### config.mk
export PLATFORM = sky130hd
export DESIGN_NAME = hexdisp_writer
export DESIGN_NICKNAME = d
export VERILOG_FILES = /design/src/rtl/hexdisp_pkg.sv /design/src/rtl/hexdisp_req_latch.sv /design/src/rtl/hexdisp_sequencer.sv /design/src/rtl/hexdisp_outreg.sv /design/src/rtl/hexdisp_writer.sv
export SDC_FILE = /design/constraint.sdc
export NUM_CORES = 1
export LEC_CHECK = 0
export ABC_AREA = 1
export ABC_CLOCK_PERIOD_IN_PS = 4700
export BUFFER_PORTS_ARGS = -buffer_cell sky130_fd_sc_hd__buf_2
export CAP_MARGIN = 20
export CORE_MARGIN = 3
export CORE_UTILIZATION = 54
export DETAILED_ROUTE_END_ITERATION = 12
export GPL_TIMING_DRIVEN = 0
export PLACE_DENSITY_LB_ADDON = 0.25
export SLEW_MARGIN = 20
export SYNTH_ARGS = -nofsm -noshare
export SYNTH_HDL_FRONTEND = slang
export SYNTH_HIERARCHICAL = 1
export SYNTH_SLANG_ARGS = --single-unit
### constraint.sdc
create_clock -name clk -period 4.7 [get_ports clk]
set_clock_uncertainty 0.05 [all_clocks]
set_input_delay 1.175 -clock clk [delete_from_list [all_inputs] [get_ports clk]]
set_output_delay 1.175 -clock clk [all_outputs]
set_load 0.02 [all_outputs]
### src/rtl/hexdisp_pkg.sv
`timescale 1ns/1ps
package hexdisp_pkg;

  // Phase of one character write
  typedef enum logic [1:0] {
    PH_SETUP  = 2'd0,
    PH_STROBE = 2'd1,
    PH_HOLD   = 2'd2
  } wr_phase_e;

  // Hex digit to upper-case ASCII
  function automatic logic [6:0] nib_to_ascii(input logic [3:0] n);
    if (n < 4'd10) return 7'h30 + {3'b000, n};
    else           return 7'h37 + {3'b000, n};
  endfunction

endpackage

### src/rtl/hexdisp_req_latch.sv
`timescale 1ns/1ps
module hexdisp_req_latch #(
  parameter int VALUE_W = 32
) (
  input  logic               clk,
  input  logic               rst,
  input  logic               upd_req,
  input  logic [VALUE_W-1:0] upd_value,
  input  logic               active,
  input  logic               seq_end,
  output logic               start,
  output logic [VALUE_W-1:0] start_value
);

  logic               pend_q;
  logic [VALUE_W-1:0] pend_val_q;

  // A start happens on an idle request, or at the end of a sequence
  // when either a fresh request or a remembered one exists.
  always_comb begin
    start       = (upd_req && (!active || seq_end)) || (pend_q && seq_end);
    start_value = upd_req ? upd_value : pend_val_q;
  end

  always_ff @(posedge clk) begin
    if (rst) begin
      pend_q     <= 1'b0;
      pend_val_q <= '0;
    end else if (seq_end) begin
      pend_q     <= 1'b0;
    end else if (upd_req && active) begin
      pend_q     <= 1'b1;
      pend_val_q <= upd_value;
    end
  end

endmodule

### src/rtl/hexdisp_sequencer.sv
`timescale 1ns/1ps
module hexdisp_sequencer
  import hexdisp_pkg::*;
#(
  parameter int NUM_CHARS  = 8,
  parameter int SETUP_CYC  = 1,
  parameter int STROBE_CYC = 2,
  parameter int HOLD_CYC   = 1,
  parameter int IDX_W      = 3
) (
  input  logic             clk,
  input  logic             rst,
  input  logic             start,
  output logic             active,
  output logic             seq_end,
  output logic             nxt_active,
  output logic [IDX_W-1:0] nxt_idx,
  output wr_phase_e        nxt_phase
);

  localparam int MAX_A   = (SETUP_CYC > STROBE_CYC) ? SETUP_CYC : STROBE_CYC;
  localparam int MAX_DUR = (MAX_A > HOLD_CYC) ? MAX_A : HOLD_CYC;
  localparam int TICK_W  = (MAX_DUR > 1) ? $clog2(MAX_DUR) : 1;
  localparam logic [IDX_W-1:0] LAST_IDX = IDX_W'(NUM_CHARS - 1);

  logic              active_q;
  logic [IDX_W-1:0]  idx_q;
  wr_phase_e         phase_q;
  logic [TICK_W-1:0] tick_q;
  logic [TICK_W-1:0] tick_d;
  logic [TICK_W-1:0] dur_m1;
  logic              phase_done;

  always_comb begin
    case (phase_q)
      PH_SETUP:  dur_m1 = TICK_W'(SETUP_CYC - 1);
      PH_STROBE: dur_m1 = TICK_W'(STROBE_CYC - 1);
      default:   dur_m1 = TICK_W'(HOLD_CYC - 1);
    endcase
  end

  assign phase_done = (tick_q == dur_m1);
  assign seq_end    = active_q && (phase_q == PH_HOLD) && phase_done && (idx_q == LAST_IDX);
  assign active     = active_q;

  always_comb begin
    nxt_active = active_q;
    nxt_idx    = idx_q;
    nxt_phase  = phase_q;
    tick_d     = tick_q;
    if (start) begin
      nxt_active = 1'b1;
      nxt_idx    = '0;
      nxt_phase  = PH_SETUP;
      tick_d     = '0;
    end else if (active_q) begin
      if (!phase_done) begin
        tick_d = tick_q + 1'b1;
      end else begin
        tick_d = '0;
        case (phase_q)
          PH_SETUP:  nxt_phase = PH_STROBE;
          PH_STROBE: nxt_phase = PH_HOLD;
          default: begin
            nxt_phase = PH_SETUP;
            if (idx_q == LAST_IDX) nxt_active = 1'b0;
            else                   nxt_idx    = idx_q + 1'b1;
          end
        endcase
      end
    end
  end

  always_ff @(posedge clk) begin
    if (rst) begin
      active_q <= 1'b0;
      idx_q    <= '0;
      phase_q  <= PH_SETUP;
      tick_q   <= '0;
    end else begin
      active_q <= nxt_active;
      idx_q    <= nxt_idx;
      phase_q  <= nxt_phase;
      tick_q   <= tick_d;
    end
  end

endmodule

### src/rtl/hexdisp_outreg.sv
`timescale 1ns/1ps
module hexdisp_outreg
  import hexdisp_pkg::*;
#(
  parameter int NUM_MODS       = 2,
  parameter int DIGITS_PER_MOD = 4,
  parameter int IDX_W          = 3,
  parameter int ADDR_W         = 2,
  parameter int VALUE_W        = 32
) (
  input  logic               clk,
  input  logic               rst,
  input  logic               start,
  input  logic [VALUE_W-1:0] start_value,
  input  logic               nxt_active,
  input  logic [IDX_W-1:0]   nxt_idx,
  input  wr_phase_e          nxt_phase,
  input  logic               seq_end,
  output logic               busy,
  output logic               done,
  output logic [NUM_MODS-1:0] disp_wr_n,
  output logic [ADDR_W-1:0]  disp_addr,
  output logic [6:0]         disp_char
);

  localparam int NUM_CHARS = NUM_MODS * DIGITS_PER_MOD;

  logic [VALUE_W-1:0] val_q;
  logic [VALUE_W-1:0] val_d;
  logic [3:0]         nib;
  int                 nxt_mod;

  always_comb begin
    val_d   = start ? start_value : val_q;
    nib     = val_d[(NUM_CHARS - 1 - int'(nxt_idx)) * 4 +: 4];
    nxt_mod = int'(nxt_idx) / DIGITS_PER_MOD;
  end

  always_ff @(posedge clk) begin
    if (rst) begin
      val_q     <= '0;
      busy      <= 1'b0;
      done      <= 1'b0;
      disp_addr <= '0;
      disp_char <= 7'h20;
    end else begin
      val_q <= val_d;
      busy  <= nxt_active;
      done  <= seq_end;
      if (nxt_active) begin
        disp_addr <= ADDR_W'(int'(nxt_idx) % DIGITS_PER_MOD);
        disp_char <= nib_to_ascii(nib);
      end
    end
  end

  // One strobe register per module
  for (genvar m = 0; m < NUM_MODS; m++) begin : g_strobe
    always_ff @(posedge clk) begin
      if (rst) disp_wr_n[m] <= 1'b1;
      else     disp_wr_n[m] <= !(nxt_active && (nxt_phase == PH_STROBE) && (nxt_mod == m));
    end
  end

endmodule

### src/rtl/hexdisp_writer.sv
`timescale 1ns/1ps
module hexdisp_writer
  import hexdisp_pkg::*;
#(
  parameter int NUM_MODS       = 2,
  parameter int DIGITS_PER_MOD = 4,
  parameter int SETUP_CYC      = 1,
  parameter int STROBE_CYC     = 2,
  parameter int HOLD_CYC       = 1
) (
  input  logic                                  clk,
  input  logic                                  rst,
  input  logic                                  upd_req,
  input  logic [4*NUM_MODS*DIGITS_PER_MOD-1:0]  upd_value,
  output logic                                  busy,
  output logic                                  done,
  output logic [NUM_MODS-1:0]                   disp_wr_n,
  output logic [$clog2(DIGITS_PER_MOD)-1:0]     disp_addr,
  output logic [6:0]                            disp_char
);

  localparam int NUM_CHARS = NUM_MODS * DIGITS_PER_MOD;
  localparam int VALUE_W   = 4 * NUM_CHARS;
  localparam int IDX_W     = $clog2(NUM_CHARS);
  localparam int ADDR_W    = $clog2(DIGITS_PER_MOD);

  logic               start;
  logic [VALUE_W-1:0] start_value;
  logic               active;
  logic               seq_end;
  logic               nxt_active;
  logic [IDX_W-1:0]   nxt_idx;
  wr_phase_e          nxt_phase;

  hexdisp_req_latch #(.VALUE_W(VALUE_W)) u_req (
    .clk         (clk),
    .rst         (rst),
    .upd_req     (upd_req),
    .upd_value   (upd_value),
    .active      (active),
    .seq_end     (seq_end),
    .start       (start),
    .start_value (start_value)
  );

  hexdisp_sequencer #(
    .NUM_CHARS  (NUM_CHARS),
    .SETUP_CYC  (SETUP_CYC),
    .STROBE_CYC (STROBE_CYC),
    .HOLD_CYC   (HOLD_CYC),
    .IDX_W      (IDX_W)
  ) u_seq (
    .clk        (clk),
    .rst        (rst),
    .start      (start),
    .active     (active),
    .seq_end    (seq_end),
    .nxt_active (nxt_active),
    .nxt_idx    (nxt_idx),
    .nxt_phase  (nxt_phase)
  );

  hexdisp_outreg #(
    .NUM_MODS       (NUM_MODS),
    .DIGITS_PER_MOD (DIGITS_PER_MOD),
    .IDX_W          (IDX_W),
    .ADDR_W         (ADDR_W),
    .VALUE_W        (VALUE_W)
  ) u_out (
    .clk         (clk),
    .rst         (rst),
    .start       (start),
    .start_value (start_value),
    .nxt_active  (nxt_active),
    .nxt_idx     (nxt_idx),
    .nxt_phase   (nxt_phase),
    .seq_end     (seq_end),
    .busy        (busy),
    .done        (done),
    .disp_wr_n   (disp_wr_n),
    .disp_addr   (disp_addr),
    .disp_char   (disp_char)
  );

endmodule

[Word-level counts from Yosys, hierarchy flattened]
Cells that the tools add are included.
Cells by class
  bitwise operators: 1
  reductions and logical operators: 20
  shifts and indexed selects: 1
  order comparisons: 1
  equality and inequality tests: 5
  mux-type cells: 19
  add/subtract/negate cells: 5
Operator list (number)
  32-bit 2-to-1 mux: 2
  32-bit zero test: 1
  32-bit by 32-bit variable part select with 4-bit output: 1
  3-bit 2-to-1 mux: 5
  6-bit by 4-bit adder with 7-bit output, first input constant: 2
  1-bit logical AND: 9
  1-bit 2-to-1 mux: 7
  7-bit 2-to-1 mux: 1
  2-bit 2-to-1 mux: 3
  2-bit OR reduction: 3
  2-bit by 1-bit == test with 1-bit output, second input constant: 2
  4-bit < comparator, second input constant: 1
  2-bit one-hot mux with 2 select lines: 1
  3-bit by 3-bit subtractor with 4-bit output, first input constant: 1
  3-bit by 1-bit adder with 3-bit output, second input constant: 1
  3-bit == test, second input constant: 1
  1-bit zero test: 3
  2-bit == test, second input constant: 1
  2-bit zero test: 1
  1-bit logical OR: 2
  2-bit AND reduction: 1
  1-bit adder, second input constant: 1
  1-bit == test: 1
  1-bit inverter: 1
Word-level totals
  output and inout bits: 13
  logic and storage cells: 64
  input port bits: 35
  register bits after elaboration: 84

[Longest topological paths before layout]
Gate-level depths: netlist of run 1.
  word-level depth: 13
  gate-level depth with buffers: 26
  gate-level depth less buffers: 24

[By module]
The synthesis of run 1 kept the hierarchy.
Modules (own cells, without submodules)
  hexdisp_outreg: area each 2039.5 µm², seq. area each 900.9 µm², instances 1, cells each 280
  hexdisp_req_latch: area each 1701.6 µm², seq. area each 660.6 µm², instances 1, cells each 284
  hexdisp_sequencer: area each 360.3 µm², seq. area each 140.1 µm², instances 1, cells each 52

[Least setup slack after synthesis of run 1]
No wires, ideal clock.
  path kind: input to register
  start: in upd_req
  end: reg u_out.disp_char[1]
  library setup time: 0.066 ns
  slack: 1.205 ns
  path buffers: 4
  arrival time: 3.379 ns
  required time: 4.584 ns
  stages: 19
  path through: buf_2 -> buf_4 -> nand2_1 -> o21ai_0 -> inv_1 -> nand3_1 -> inv_1 -> buf_4 -> inv_2 -> buf_4 -> nand2_1 -> nand3_1 -> nand2_1 -> inv_1 -> o21ai_1 -> inv_1 -> ha_1 -> or2_1 -> a21oi_2
Between the ends
  cells in the longest elaborated chain, start to end: 7
  elaborated cells on any way between the ends: 12
  classes of those cells: 3 x add/sub; 1 x order compare; 1 x shift; 5 x mux; 2 x reduce/logical
Ends and longest elaborated chain
  start: declaration: RTL line hexdisp_writer.sv:13  | input logic upd_req,
  1-bit logical AND *: RTL line hexdisp_req_latch.sv:21  | start = (upd_req && (!active || seq_end)) || (pend_q && seq_end);
  1-bit logical OR *: RTL line hexdisp_req_latch.sv:21
  net start: RTL line hexdisp_writer.sv:27  | logic start;
  3-bit 2-to-1 mux *: RTL line hexdisp_sequencer.sv:51  | if (start) begin
  net nxt_idx[0]: RTL line hexdisp_writer.sv:32  | logic [IDX_W-1:0] nxt_idx;
  3-bit by 3-bit subtractor with 4-bit output *: RTL line hexdisp_outreg.sv:35  | nib = val_d[(NUM_CHARS - 1 - int'(nxt_idx)) * 4 +: 4];
  32-bit by 32-bit variable part select with 4-bit output *: RTL line hexdisp_outreg.sv:35
  6-bit by 4-bit adder with 7-bit output (tied with other cells): RTL line hexdisp_pkg.sv:14  | else return 7'h37 + {3'b000, n};
  7-bit 2-to-1 mux *: RTL line hexdisp_pkg.sv:13  | if (n < 4'd10) return 7'h30 + {3'b000, n};
  end signal: assignment: RTL line hexdisp_outreg.sv:52  | disp_char <= nib_to_ascii(nib);
  end: declaration: RTL line hexdisp_outreg.sv:23  | output logic [6:0] disp_char
The timed path passes the listed nets; every way through them passes the cells marked *.
A chain may end at the register's enable or synchronous reset.

[Worst setup path after layout of run 1]
  start: reg u_seq.phase_q[1]
  end: reg u_out.disp_char[2]
Between the ends
  cells in the longest elaborated chain, start to end: 13
  elaborated cells on any way between the ends: 28
  classes of those cells: 3 x add/sub; 1 x order compare; 3 x eq/ne; 1 x shift; 11 x mux; 9 x reduce/logical
Ends and longest elaborated chain
  start: declaration: RTL line hexdisp_sequencer.sv:28  | wr_phase_e phase_q;
  start signal: assignment: RTL line hexdisp_sequencer.sv:83  | phase_q <= nxt_phase;
  2-bit by 1-bit == test with 1-bit output: RTL line hexdisp_sequencer.sv:35  | case (phase_q)
  1-bit 2-to-1 mux: RTL line hexdisp_sequencer.sv:35
  1-bit == test: RTL line hexdisp_sequencer.sv:42  | assign phase_done = (tick_q == dur_m1);
  1-bit logical AND * (2 in series): RTL line hexdisp_sequencer.sv:43  | assign seq_end = active_q && (phase_q == PH_HOLD) && phase_done && (idx_q == LAST_IDX);
  net seq_end: RTL line hexdisp_writer.sv:30  | logic seq_end;
  1-bit logical OR: RTL line hexdisp_req_latch.sv:21
  1-bit logical AND: RTL line hexdisp_req_latch.sv:21
  1-bit logical OR *: RTL line hexdisp_req_latch.sv:21
  net start: RTL line hexdisp_writer.sv:27
  3-bit 2-to-1 mux *: RTL line hexdisp_sequencer.sv:51
  net nxt_idx[1]: RTL line hexdisp_writer.sv:32
  3-bit by 3-bit subtractor with 4-bit output *: RTL line hexdisp_outreg.sv:35
  32-bit by 32-bit variable part select with 4-bit output *: RTL line hexdisp_outreg.sv:35
  6-bit by 4-bit adder with 7-bit output (tied with other cells): RTL line hexdisp_pkg.sv:14
  7-bit 2-to-1 mux *: RTL line hexdisp_pkg.sv:13
Marks and branches as above.

==> results of run 1 <==
## worst reg2reg max path, delay by kind of cell, from the launching register on
kind / cells / cell delay (ps)
flops: 1 / 420
fa+ha+maj: 2 / 520
compound gates: 3 / 720
buf+inv: 7 / 1000
simple gates: 9 / 1140
## layout make-up
class,count,share of cell area [%]
sequential,85,36.4
buffer,32,4.71
clock buffer,13,3.62
inverter,62,5.14
timing repair buffer,47,5.03
clock inverter,3,0.911
multi-input combinational,437,41.5
tap,99,2.65
## power by group through the flow
stage               Sequential, W  Clock (W)  Combinational [W]
finish                   0.000779   0.000549           0.000271
CTS                      0.000779   0.000557           0.000269
detailed placement       0.000796          0           0.000267
global route             0.000783   0.000583           0.000310
floorplan                0.000802          0           0.000183
global placement         0.000794          0           0.000259
## registers in the layout, indices dropped and copies added (netlist names)
register	cells
u_out/disp_addr	2
u_req/pend_q	1
u_out/disp_wr_n	2
u_out/disp_char	7
u_seq/phase_q	2
u_out/val_q	32
u_seq/active	1
u_req/pend_val_q	32
u_seq/tick_q	1
u_out/done	1
u_seq/idx_q	3
u_out/busy	1
## worst max path at each step
| stage | start | endpoint | depth (start not counted) |
|---|---|---|---|
| after detailed placement | upd_req | u_out/disp_char[2] | 20 |
| after floorplan | upd_req | u_out/disp_char[1] | 19 |
| final | u_seq/phase_q[1] | u_out/disp_char[2] | 21 |
| after global routing | u_seq/phase_q[1] | u_out/disp_char[2] | 21 |
| after global placement | upd_req | u_out/disp_char[2] | 20 |
| after CTS | u_seq/phase_q[1] | u_out/disp_char[1] | 21 |
## synthesized netlist by cell type, types with 2 or more instances
cell / number / area (um^2)
sky130_fd_sc_hd__a31oi_1: 2 / 12.5
sky130_fd_sc_hd__or2_1: 2 / 12.5
sky130_fd_sc_hd__nand2_4: 2 / 22.5
sky130_fd_sc_hd__nor3_1: 2 / 10.0
sky130_fd_sc_hd__nand2_2: 4 / 25.0
sky130_fd_sc_hd__inv_2: 2 / 7.51
sky130_fd_sc_hd__nand3_1: 51 / 255
sky130_fd_sc_hd__dfxtp_1: 85 / 1700
sky130_fd_sc_hd__or2_2: 3 / 18.8
sky130_fd_sc_hd__nand2_1: 185 / 694
sky130_fd_sc_hd__nand3_2: 2 / 20.0
sky130_fd_sc_hd__clkbuf_1: 8 / 30.0
sky130_fd_sc_hd__inv_1: 57 / 214
sky130_fd_sc_hd__buf_2: 8 / 40.0
sky130_fd_sc_hd__ha_1: 3 / 37.5
sky130_fd_sc_hd__o21ai_0: 45 / 225
sky130_fd_sc_hd__nand4_1: 2 / 12.5
sky130_fd_sc_hd__buf_6: 7 / 78.8
sky130_fd_sc_hd__a21oi_1: 36 / 180
sky130_fd_sc_hd__buf_4: 7 / 52.6
sky130_fd_sc_hd__clkinv_1: 2 / 7.51
sky130_fd_sc_hd__nor2_1: 88 / 330
sky130_fd_sc_hd__o21ai_1: 3 / 15.0
## logic make-up after synthesis
logic type / Yosys count / share of synthesized area [%]
and+or+nand+nor: 346 / 35.4
AOI/OAI and AO/OA: 88 / 11.0
adders and majority gates: 3 / 0.915
buffers and inverters: 94 / 11.2
DFF: 85 / 41.5
## metal layers
layer  up-vias  track usage [%]  share of wire, %
li1       2044                -                 -
met1      1814             31.5                45
met2       121             40.5                47
met3        15             4.10               5.8
met4         0             8.79               1.6
met5         -                0                 0
## stage by stage
step                      utilization (%)  hold WS [ps]  instance area (um^2)
after global routing                 64.1           439                  4670
after detailed placement             61.2           409                  4460
after CTS                            64.1           421                  4670
final                                64.1           420                  4670
after global placement               61.2           400                  4460
after floorplan                         -           396                  4100
==> metrics.log, run 1 <==
[metrics] status: complete, no violations
[metrics] number of filler instances in the final layout: between 700 and 800
[metrics] top library cells by usage in the layout, fill and taps aside: sky130_fd_sc_hd__nand2_1 (185), sky130_fd_sc_hd__nor2_1 (88), sky130_fd_sc_hd__dfxtp_1 (85)
[metrics] Placed Instances: 762
[metrics] average footprint of a synthesized cell: about 6.7 um^2
[metrics] count of H-tree levels built during CTS: 3
[metrics] most common flop cell mapped by yosys: sky130_fd_sc_hd__dfxtp_1
[metrics] clock network fraction of total power: between 30% and 40%
[metrics] data arrival at the endpoint of the critical path: approximately 4200 ps
[metrics] Seq pwr share: between 40% and 50%
[metrics] crit path time final: between 3000 and 4000 ps
[metrics] floorplan row count: 31
[metrics] Yosys cell types: 33
[metrics] number of vias after detailed routing: about 4000
[metrics] count of synthesis-stage warnings from yosys: 6
[metrics] async set or reset register ratio after synthesis: 0%
[metrics] maximum buffer depth of the clock tree: 2
[metrics] number of nets in the synthesized netlist: ~650
[metrics] Total GRT Usage: between 20% and 30%
[metrics] Fin Setup TNS: 0 ps
[metrics] TritonCTS Buffers: 9
[metrics] leakage power figure: approximately 2.3 nW
[metrics] most frequent CP cell: sky130_fd_sc_hd__inv_1
[metrics] critical path's slowest cell: sky130_fd_sc_hd__dfxtp_1
[metrics] worst path setup slack after routing: 762 ps
[metrics] unrepaired setup endpoints after global routing: false
[metrics] count of input and output buffers: 47
[metrics] startpoint type of the worst setup path: register
[metrics] Buf+Inv Stages, Crit Path: 7
[metrics] register area: between 1500 and 2000 um^2
[metrics] Hold/Removal Path Class: reg -> reg
[metrics] Worst path top cell family by delay: simple AND/OR/NAND/NOR gates
[metrics] share of final-layout standard cells stronger than drive strength 1: between 10% and 20%
[metrics] slew at the pin with the worst max-slew slack: roughly 620 ps
[metrics] Peak Freq: around 0.25 GHz
[metrics] First DRT Iteration DRCs: about 300
[metrics] hold endpoint: u_out/val_q[3]
[metrics] first drt pass iteration count: 4
[metrics] starting utilization of the core area: between 50% and 60%
[metrics] ordered list of cells on the worst path: nor2_1 > ha_1 > nand2_2 > nor4_1 > inv_1 > o21ai_1 > inv_1 > nand3_1 > inv_1 > buf_2 > clkinv_1 > nand3_1 > nand2_1 > inv_1 > o21ai_1 > inv_1 > ha_1 > nand3b_1 > nand4_1 > nand2_1 > a21oi_1
[metrics] switching share of power: between 20% and 30%
[metrics] post-detailed-route DRC marker count: 0
[metrics] number of hold buffers added after cts: 0
[metrics] sequential cell area fraction in the yosys report: 41.5%
[metrics] number of endpoints with negative hold slack in the final report: 0
[metrics] power density of the placed cells: between 300 and 400 nW/um^2
[metrics] wire length per cell: about 13 um
[metrics] final slew viol count: 0
[metrics] number of max-cap violations: 0
[metrics] synthesis-to-layout area growth: 13.9%
[metrics] number of clock sinks seen by CTS: 85
[metrics] multi-input logic area: about 1900 um^2
[metrics] Reg2Reg Depth: 21
[metrics] post-CTS setup-driven buffer insertion count: 0
[metrics] Max-Slew Margin vs Limit: between 50% and 60%
[metrics] startpoint of the worst-slack reg-to-reg timing path: u_seq/phase_q[1]
[metrics] endpoint of the most critical register-to-register path: u_out/disp_char[2]
[metrics] netlist area before placement: 4100 um^2
[metrics] clock latency at the later pin of the worst-skew pair: 350 ps
[metrics] FF+latch count, synth: 85
[metrics] worst slack at placement: 482 ps
[metrics] placer congestion estimate: 0.862
[metrics] first-pass GRT wire length: 16.7 mm
[metrics] critical path type: reg -> reg
[metrics] root cell of the clock tree: sky130_fd_sc_hd__clkbuf_8
[metrics] height of the chip: roughly 93 um
[metrics] clock input transition at the sequential cells of the worst setup and hold paths: 80 ps
[metrics] count of cells resized by post-cts repair: 0
[metrics] Comb pwr share: 16.9%
[metrics] Gate Count Post-Synth: 616
[metrics] antenna violations before repair: 0
[metrics] vias in the first global route: approximately 3700
[metrics] Internal Power: 0.00115 W
[metrics] most common cell after layout, fill and taps aside: sky130_fd_sc_hd__nand2_1
[metrics] Required @ worst endpoint: between 4000 and 5000 ps
[metrics] TritonCTS clock tree: built
[metrics] Critical Path Fanout Max: 9
[metrics] post-route clock period utilization: 83.8%
[metrics] Final ANT Viol Nets: 0
[metrics] R2R setup slack: around 760 ps
[metrics] Worst Hold Launch: u_out/val_q[3]
[metrics] post-route total power: 0.00160 W
[metrics] number of I/O pins: between 40 and 50
[metrics] hold-critical path depth: 2
[metrics] setup-violating endpoint count in the final report: 0
[metrics] Die Footprint: ~8700 um^2
[metrics] number of nets in the finished design: 712
[metrics] area of the core: approximately 7300 um^2
[metrics] IR Drop Worst-Case VDD: about 160 uV
[metrics] CP max stage delay: between 400 and 500 ps
[metrics] Final Routed Wirelength: about 10 mm
[metrics] EDFF count, synth: 0
[metrics] Antenna diodes: 0
[metrics] Final Instance Count excl. Fillers: a little under 800
[metrics] Die Width: 93.2 um
[metrics] switching power of the nets: about 0.00045 W
[metrics] vias per cell: roughly 5.1
[metrics] type of destination of the critical path: register
[metrics] pin count of the biggest net entering global routing: 14
[metrics] hpwl dp: about 7.4 mm
[metrics] global-route congestion overflow total: 0
Note: power is estimated with default switching activity, not from simulation.
==> run 2, diff against run 1 <==
--- a/config.mk
+++ b/config.mk
@@ -6,11 +6,11 @@
 export NUM_CORES = 1
 export LEC_CHECK = 0
 export ABC_AREA = 1
-export ABC_CLOCK_PERIOD_IN_PS = 4700
+export ABC_CLOCK_PERIOD_IN_PS = 3600
 export BUFFER_PORTS_ARGS = -buffer_cell sky130_fd_sc_hd__buf_2
 export CAP_MARGIN = 20
 export CORE_MARGIN = 3
-export CORE_UTILIZATION = 54
+export CORE_UTILIZATION = 52
 export DETAILED_ROUTE_END_ITERATION = 12
 export GPL_TIMING_DRIVEN = 0
 export PLACE_DENSITY_LB_ADDON = 0.25
==> constraint.sdc (replaced) <==
create_clock -name clk -period 3.6 [get_ports clk]
set_clock_uncertainty 0.05 [all_clocks]
set_input_delay 0.9 -clock clk [delete_from_list [all_inputs] [get_ports clk]]
set_output_delay 0.9 -clock clk [all_outputs]
set_load 0.02 [all_outputs]
==> metrics.log, run 2 (same netlist as run 1, synthesis figures left out) <==
[metrics] Placed Area: roughly 4500 um^2
[metrics] placer congestion estimate: between 0.8 and 0.9
[metrics] clock latency at the later pin of the worst-skew pair: around 350 ps
[metrics] First DRT Iteration DRCs: roughly 230
[metrics] Total GRT Usage: between 20% and 30%
[metrics] number of max-cap violations: 0
[metrics] TritonCTS clock tree: built
[metrics] status: complete, no violations
[metrics] GR Layer Usage met2: 41.7%
[metrics] starting utilization of the core area: a little under three fifths
[metrics] number of endpoints with negative hold slack in the final report: 0
[metrics] Final ANT Viol Nets: 0
[metrics] data arrival at the endpoint of the critical path: 3630 ps
[metrics] final slew viol count: 0
[metrics] height of the chip: around 95 um
[metrics] critical path type: reg -> reg
[metrics] hpwl dp: approximately 7.5 mm
[metrics] worst slack at placement: -452 ps
[metrics] Peak Freq: between 0.2 and 0.3 GHz
[metrics] Antenna diodes: 0
[metrics] register area: approximately 1700 um^2
[metrics] met1 Resource Use GR: between 30% and 40%
[metrics] Fin Setup TNS: 0 ps
[metrics] cell area after layout: approximately 4800 um^2
[metrics] Critical Path Fanout Max: 10
[metrics] number of clock sinks seen by CTS: 85
[metrics] slew at the pin with the worst max-slew slack: 588 ps
[metrics] IR Drop Worst-Case VDD: around 300 uV
[metrics] first drt pass iteration count: 5
[metrics] global-route congestion overflow total: 0
[metrics] crit path time final: about 3400 ps
[metrics] Max-Slew Margin vs Limit: between 60% and 70%
[metrics] synthesis-to-layout area growth: 17.4%
[metrics] pin count of the biggest net entering global routing: 14
[metrics] Die Width: around 95 um
[metrics] Final Routed Wirelength: 10.3 mm
[metrics] root cell of the clock tree: sky130_fd_sc_hd__clkbuf_8
[metrics] vias in the first global route: approximately 3800
[metrics] clock input transition at the sequential cells of the worst setup and hold paths: around 80 ps
[metrics] antenna violations before repair: 0
[metrics] global routing's busiest layer: met2
[metrics] TritonCTS Buffers: 9
[metrics] most common cell after layout, fill and taps aside: sky130_fd_sc_hd__nand2_1
[metrics] number of nets in the finished design: between 700 and 800
[metrics] number of vias after detailed routing: between 4000 and 5000
[metrics] Required @ worst endpoint: approximately 3800 ps
[metrics] number of I/O pins: 48
[metrics] worst path setup slack after routing: 205 ps
[metrics] multi-input logic area: between 1500 and 2000 um^2
[metrics] number of filler instances in the final layout: between 600 and 700
[metrics] area of the core: ~7400 um^2
[metrics] maximum buffer depth of the clock tree: 2
[metrics] floorplan row count: 31
[metrics] share of final-layout standard cells stronger than drive strength 1: 17.7%
[metrics] count of input and output buffers: 47
[metrics] registers with the most flip-flops: u_out/val_q: 32 flops, u_req/pend_val_q: 32 flops, u_out/disp_char: 7 flops
[metrics] first-pass GRT wire length: between 15 and 20 mm
[metrics] wire length per cell: 13.1 um
[metrics] startpoint type of the worst setup path: register
[metrics] type of destination of the critical path: register
[metrics] power density of the placed cells: around 440 nW/um^2
[metrics] setup-violating endpoint count in the final report: 0
[metrics] met3 routing resource usage after global routing: roughly 4.5%
[metrics] post-route clock period utilization: 94.3%
[metrics] Die Footprint: between 8000 and 9000 um^2
[metrics] vias per cell: 5.17
[metrics] top library cells by usage in the layout, fill and taps aside: sky130_fd_sc_hd__nand2_1 (183), sky130_fd_sc_hd__nor2_1 (87), sky130_fd_sc_hd__dfxtp_1 (83)
[metrics] count of H-tree levels built during CTS: 3
[metrics] post-detailed-route DRC marker count: 0
[metrics] Hold/Removal Path Class: reg -> reg
[metrics] leakage power figure: 2.34 nW
[run 2: worst paths after layout]
| kind | startpoint | end | slack (ps) | cells after the start |
|---|---|---|---|---|
| worst max register to register | u_seq/phase_q[0] | u_out/disp_char[2] | 200 | 23 |
| worst max-delay path | u_seq/phase_q[0] | u_out/disp_char[2] | 200 | 23 |
| worst min-delay path | u_out/disp_char[2] | u_out/disp_char[2] | 420 | 2 |
| worst min register to register | u_out/disp_char[2] | u_out/disp_char[2] | 420 | 2 |
[run 2: area by class of cell]
| class | instances | share of cell area (%) |
|---|---|---|
| buffer | 32 | 4.94 |
| clock buffer | 12 | 2.81 |
| clock inverter | 4 | 1.51 |
| inverter | 62 | 5.15 |
| multi-input combinational | 437 | 41.3 |
| sequential | 85 | 35.5 |
| tap | 99 | 2.57 |
| timing repair buffer | 56 | 6.29 |
[run 2: stage by stage]
| step | util [%] | total power [W] | hold slack, ps | std cells |
|---|---|---|---|---|
| floorplan | - | 0.00129 | 396 | 616 |
| global placement | 59.9 | 0.00137 | 400 | 762 |
| detailed placement | 59.9 | 0.00139 | 404 | 762 |
| CTS | 63.0 | 0.00211 | 416 | 778 |
| global route | 64.6 | 0.00223 | 438 | 787 |
| finish | 64.6 | 0.00212 | 416 | 787 |
[run 2: metal layers]
layer  wire length [um]  vias up
met1               4650     1886
met3                448       21
met5                  0        -
met4                229        0
met2               4980       99
li1                   -     2066
[run 2: repair_timing]
item,4_1_cts,5_1_grt
buffers inserted,0,9
resized for setup,7,21
setup endpoints to repair,7,7
pin swaps,0,5
hold buffers,0,0
gates cloned,0,0
[run 2: critical path: stages, from the launching register on]
cell	delay (ps)
sky130_fd_sc_hd__dfxtp_4	350
sky130_fd_sc_hd__inv_1	60
sky130_fd_sc_hd__nor2_2	40
sky130_fd_sc_hd__ha_1	340
sky130_fd_sc_hd__nand2_4	90
sky130_fd_sc_hd__nor4_4	320
sky130_fd_sc_hd__inv_2	120
sky130_fd_sc_hd__nand2_2	90
sky130_fd_sc_hd__nand2_2	70
sky130_fd_sc_hd__o21ai_4	100
sky130_fd_sc_hd__buf_8	170
sky130_fd_sc_hd__buf_4	180
sky130_fd_sc_hd__o21ai_0	160
sky130_fd_sc_hd__nand2_1	100
sky130_fd_sc_hd__nand3_1	80
sky130_fd_sc_hd__nand2_1	90
sky130_fd_sc_hd__inv_1	60
sky130_fd_sc_hd__o21ai_2	180
sky130_fd_sc_hd__inv_1	60
sky130_fd_sc_hd__ha_1	210
sky130_fd_sc_hd__nand3b_1	150
sky130_fd_sc_hd__nand4_1	90
sky130_fd_sc_hd__nand2_1	60
sky130_fd_sc_hd__a21oi_1	110
[run 2: report_power, final]
| part | internal, W | leakage, nW | total (W) | switching, W |
|---|---|---|---|---|
| Sequential | 0.000997 | 0.697 | 0.00102 | 0.0000205 |
| Clock | 0.000391 | 0.101 | 0.000728 | 0.000337 |
| Combinational | 0.000138 | 1.54 | 0.000374 | 0.000236 |
| Total | 0.00153 | 2.34 | 0.00212 | 0.000593 |
==> run 3, diff against run 2 <==
--- a/config.mk
+++ b/config.mk
@@ -9,8 +9,11 @@
 export ABC_CLOCK_PERIOD_IN_PS = 3600
 export BUFFER_PORTS_ARGS = -buffer_cell sky130_fd_sc_hd__buf_2
 export CAP_MARGIN = 20
+export CELL_PAD_IN_SITES_DETAIL_PLACEMENT = 1
+export CELL_PAD_IN_SITES_GLOBAL_PLACEMENT = 1
 export CORE_MARGIN = 3
-export CORE_UTILIZATION = 52
+export CORE_UTILIZATION = 37
+export CTS_CLUSTER_SIZE = 8
 export DETAILED_ROUTE_END_ITERATION = 12
 export GPL_TIMING_DRIVEN = 0
 export PLACE_DENSITY_LB_ADDON = 0.25
==> metrics.log, run 3 (same netlist as run 1, synthesis figures left out) <==
[metrics] status: complete, no violations
[metrics] count of H-tree levels built during CTS: 3
[metrics] Final Routed Wirelength: between 10 and 15 mm
[metrics] data arrival at the endpoint of the critical path: 3640 ps
[metrics] Die Width: 111 um
[metrics] power density of the placed cells: 435 nW/um^2
[metrics] number of endpoints with negative hold slack in the final report: 0
[metrics] area of the core: about 11000 um^2
[metrics] length of routed met3 wiring: roughly 330 um
[metrics] vias in the first global route: approximately 4300
[metrics] startpoint type of the worst setup path: register
[metrics] number of filler instances in the final layout: 1429
[metrics] TritonCTS clock tree: built
[metrics] register area: ~1700 um^2
[metrics] hold-critical path depth: 2
[metrics] type of destination of the critical path: register
[metrics] crit path time final: about 3400 ps
[metrics] starting utilization of the core area: approximately two fifths
[metrics] floorplan row count: 37
[metrics] highest metal layer used by the detailed router: met4
[metrics] hold endpoint: u_out/val_q[29]
[metrics] R2R setup slack: approximately 190 ps
[metrics] count of input and output buffers: 47
[metrics] leakage power figure: around 2.3 nW
[metrics] Die Footprint: ~12000 um^2
[metrics] First DRT Iteration DRCs: 161
[metrics] first-pass GRT wire length: roughly 21 mm
[metrics] Final ANT Viol Nets: 0
[metrics] wire length per cell: ~15 um
[metrics] hold slack final: between 400 and 500 ps
[metrics] number of max-cap violations: 0
[metrics] post-detailed-route DRC marker count: 0
[metrics] number of clock sinks seen by CTS: 85
[metrics] worst slack at placement: -876 ps
[metrics] Reg2Reg Depth: 25
[metrics] top library cells by usage in the layout, fill and taps aside: sky130_fd_sc_hd__nand2_1 (183), sky130_fd_sc_hd__nor2_1 (87), sky130_fd_sc_hd__dfxtp_1 (83)
[metrics] post-route clock period utilization: about 95%
[metrics] Required @ worst endpoint: roughly 3800 ps
[metrics] vias per cell: 5.00
[metrics] multi-input logic area: roughly 2000 um^2
[metrics] number of nets in the finished design: 723
[metrics] antenna violations before repair: 0
[metrics] height of the chip: approximately 110 um
[metrics] worst path setup slack after routing: 191 ps
[metrics] Hold/Removal Path Class: reg -> reg
[metrics] pin count of the biggest net entering global routing: 13
[metrics] Placed Area: around 4500 um^2
[metrics] number of vias after detailed routing: around 4100
[metrics] first drt pass iteration count: 4
[metrics] synthesis-to-layout area growth: 18.8%
[metrics] critical path type: reg -> reg
[metrics] startpoint of the worst-slack reg-to-reg timing path: u_seq/phase_q[0]
[metrics] met1 wire length: approximately 5.6 mm
[metrics] slew at the pin with the worst max-slew slack: 604 ps
[metrics] Total GRT Usage: 20.2%
[metrics] Worst Hold Launch: u_out/val_q[29]
[metrics] setup-violating endpoint count in the final report: 0
[metrics] Peak Freq: just under 0.3 GHz
[metrics] registers with the most flip-flops: u_out/val_q: 32 flops, u_req/pend_val_q: 32 flops, u_out/disp_char: 7 flops
[metrics] Critical Path Fanout Max: 10
[metrics] final slew viol count: 0
[metrics] root cell of the clock tree: sky130_fd_sc_hd__clkbuf_8
[metrics] IR Drop Worst-Case VDD: between 150 and 200 uV
[metrics] Antenna diodes: 0
[metrics] clock latency at the later pin of the worst-skew pair: about 360 ps
[metrics] Max-Slew Margin vs Limit: 59.7%
[metrics] met2 routed wirelength: about 6.0 mm
[metrics] most common cell after layout, fill and taps aside: sky130_fd_sc_hd__nand2_1
[metrics] cell area after layout: between 4000 and 5000 um^2
[metrics] clock input transition at the sequential cells of the worst setup and hold paths: approximately 80 ps
[metrics] global-route congestion overflow total: 0
[metrics] number of I/O pins: 48
[metrics] placer congestion estimate: between 0.8 and 0.9
[metrics] post-route total power: ~0.0021 W
[metrics] maximum buffer depth of the clock tree: 2
[metrics] number of hold buffers added after cts: 0
[metrics] TritonCTS Buffers: 9
[metrics] share of final-layout standard cells stronger than drive strength 1: between 15 and 20%
[metrics] hpwl dp: between 9 and 10 mm
[metrics] endpoint of the most critical register-to-register path: u_out/disp_char[2]
[run 3: cell types whose count changed in the layout (fill, tap and decap cells not counted), sizes merged]
cell      previous run  this run
inv                 60        61
bufinv               2         1
clkinv               3         1
clkbuf              20        21
buf                 80        82
clkinvlp             1         0
[run 3: what timing repair did]
item                       in CTS  in global routing
setup buffers                   3                  8
gates resized for setup        15                 10
setup endpoints to repair       7                  5
pin swaps                       2                  3
[run 3: layout make-up]
type | instances | area share [%]
buffer | 32 | 4.88
clock buffer | 13 | 3.47
clock inverter | 1 | 0.616
inverter | 62 | 5.03
multi-input combinational | 437 | 41.0
sequential | 85 | 35.0
tap | 136 | 3.49
timing repair buffer | 58 | 6.52
[run 3: per-layer routing]
layer  up-vias  global-route usage (%)
li1       2065                       -
met1      1985                    25.1
met2        57                    35.5
met3        12                    3.11
met4         0                    6.73
met5         -                       0
[run 3: how the worst max path moves through the flow]
stage / start / end / slack, ps / depth (start not counted)
2_1_floorplan: u_seq/phase_q[1] / u_out/disp_char[1] / 210 / 20
3_3_place_gp: u_seq/phase_q[1] / u_out/disp_char[2] / -650 / 22
3_5_place_dp: u_seq/phase_q[1] / u_out/disp_char[2] / -880 / 21
4_1_cts: u_seq/phase_q[1] / u_out/disp_char[2] / 4 / 24
5_1_grt: u_seq/phase_q[0] / u_out/disp_char[2] / -60 / 25
6_report: u_seq/phase_q[0] / u_out/disp_char[2] / 190 / 25
[run 3: power by group]
| group | switching [W] | total, W | internal, W |
|---|---|---|---|
| logic | 0.000249 | 0.000389 | 0.000140 |
| clock network | 0.000340 | 0.000711 | 0.000371 |
| registers | 0.0000217 | 0.00102 | 0.000998 |
| total | 0.000611 | 0.00212 | 0.00151 |
[run 3: per-stage QoR]
| step | TNS (ps) | cells | util [%] |
|---|---|---|---|
| after global routing | -97.6 | 824 | 46.2 |
| final | 0 | 824 | 46.2 |
| after global placement | -3510 | 799 | 42.7 |
| after CTS | 0 | 816 | 45.2 |
| after floorplan | 0 | 616 | - |
| after detailed placement | -4860 | 799 | 42.7 |
[run 3: worst max-delay path: stages, from the launching register on]
cell	delay [ps]
sky130_fd_sc_hd__dfxtp_2	360
sky130_fd_sc_hd__inv_2	80
sky130_fd_sc_hd__nor2_4	40
sky130_fd_sc_hd__ha_4	280
sky130_fd_sc_hd__nand2_4	80
sky130_fd_sc_hd__nor4_4	240
sky130_fd_sc_hd__inv_2	110
sky130_fd_sc_hd__nand2_1	70
sky130_fd_sc_hd__nand2_1	90
sky130_fd_sc_hd__o21ai_4	110
sky130_fd_sc_hd__inv_2	90
sky130_fd_sc_hd__nand3_1	110
sky130_fd_sc_hd__inv_1	40
sky130_fd_sc_hd__buf_4	170
sky130_fd_sc_hd__buf_6	150
sky130_fd_sc_hd__nand2_1	60
sky130_fd_sc_hd__nand3_1	70
sky130_fd_sc_hd__nand2_2	100
sky130_fd_sc_hd__inv_1	50
sky130_fd_sc_hd__o21ai_2	190
sky130_fd_sc_hd__inv_1	70
sky130_fd_sc_hd__ha_1	220
sky130_fd_sc_hd__nand3b_1	160
sky130_fd_sc_hd__nand4_1	110
sky130_fd_sc_hd__nand2_1	60
sky130_fd_sc_hd__a21oi_1	110
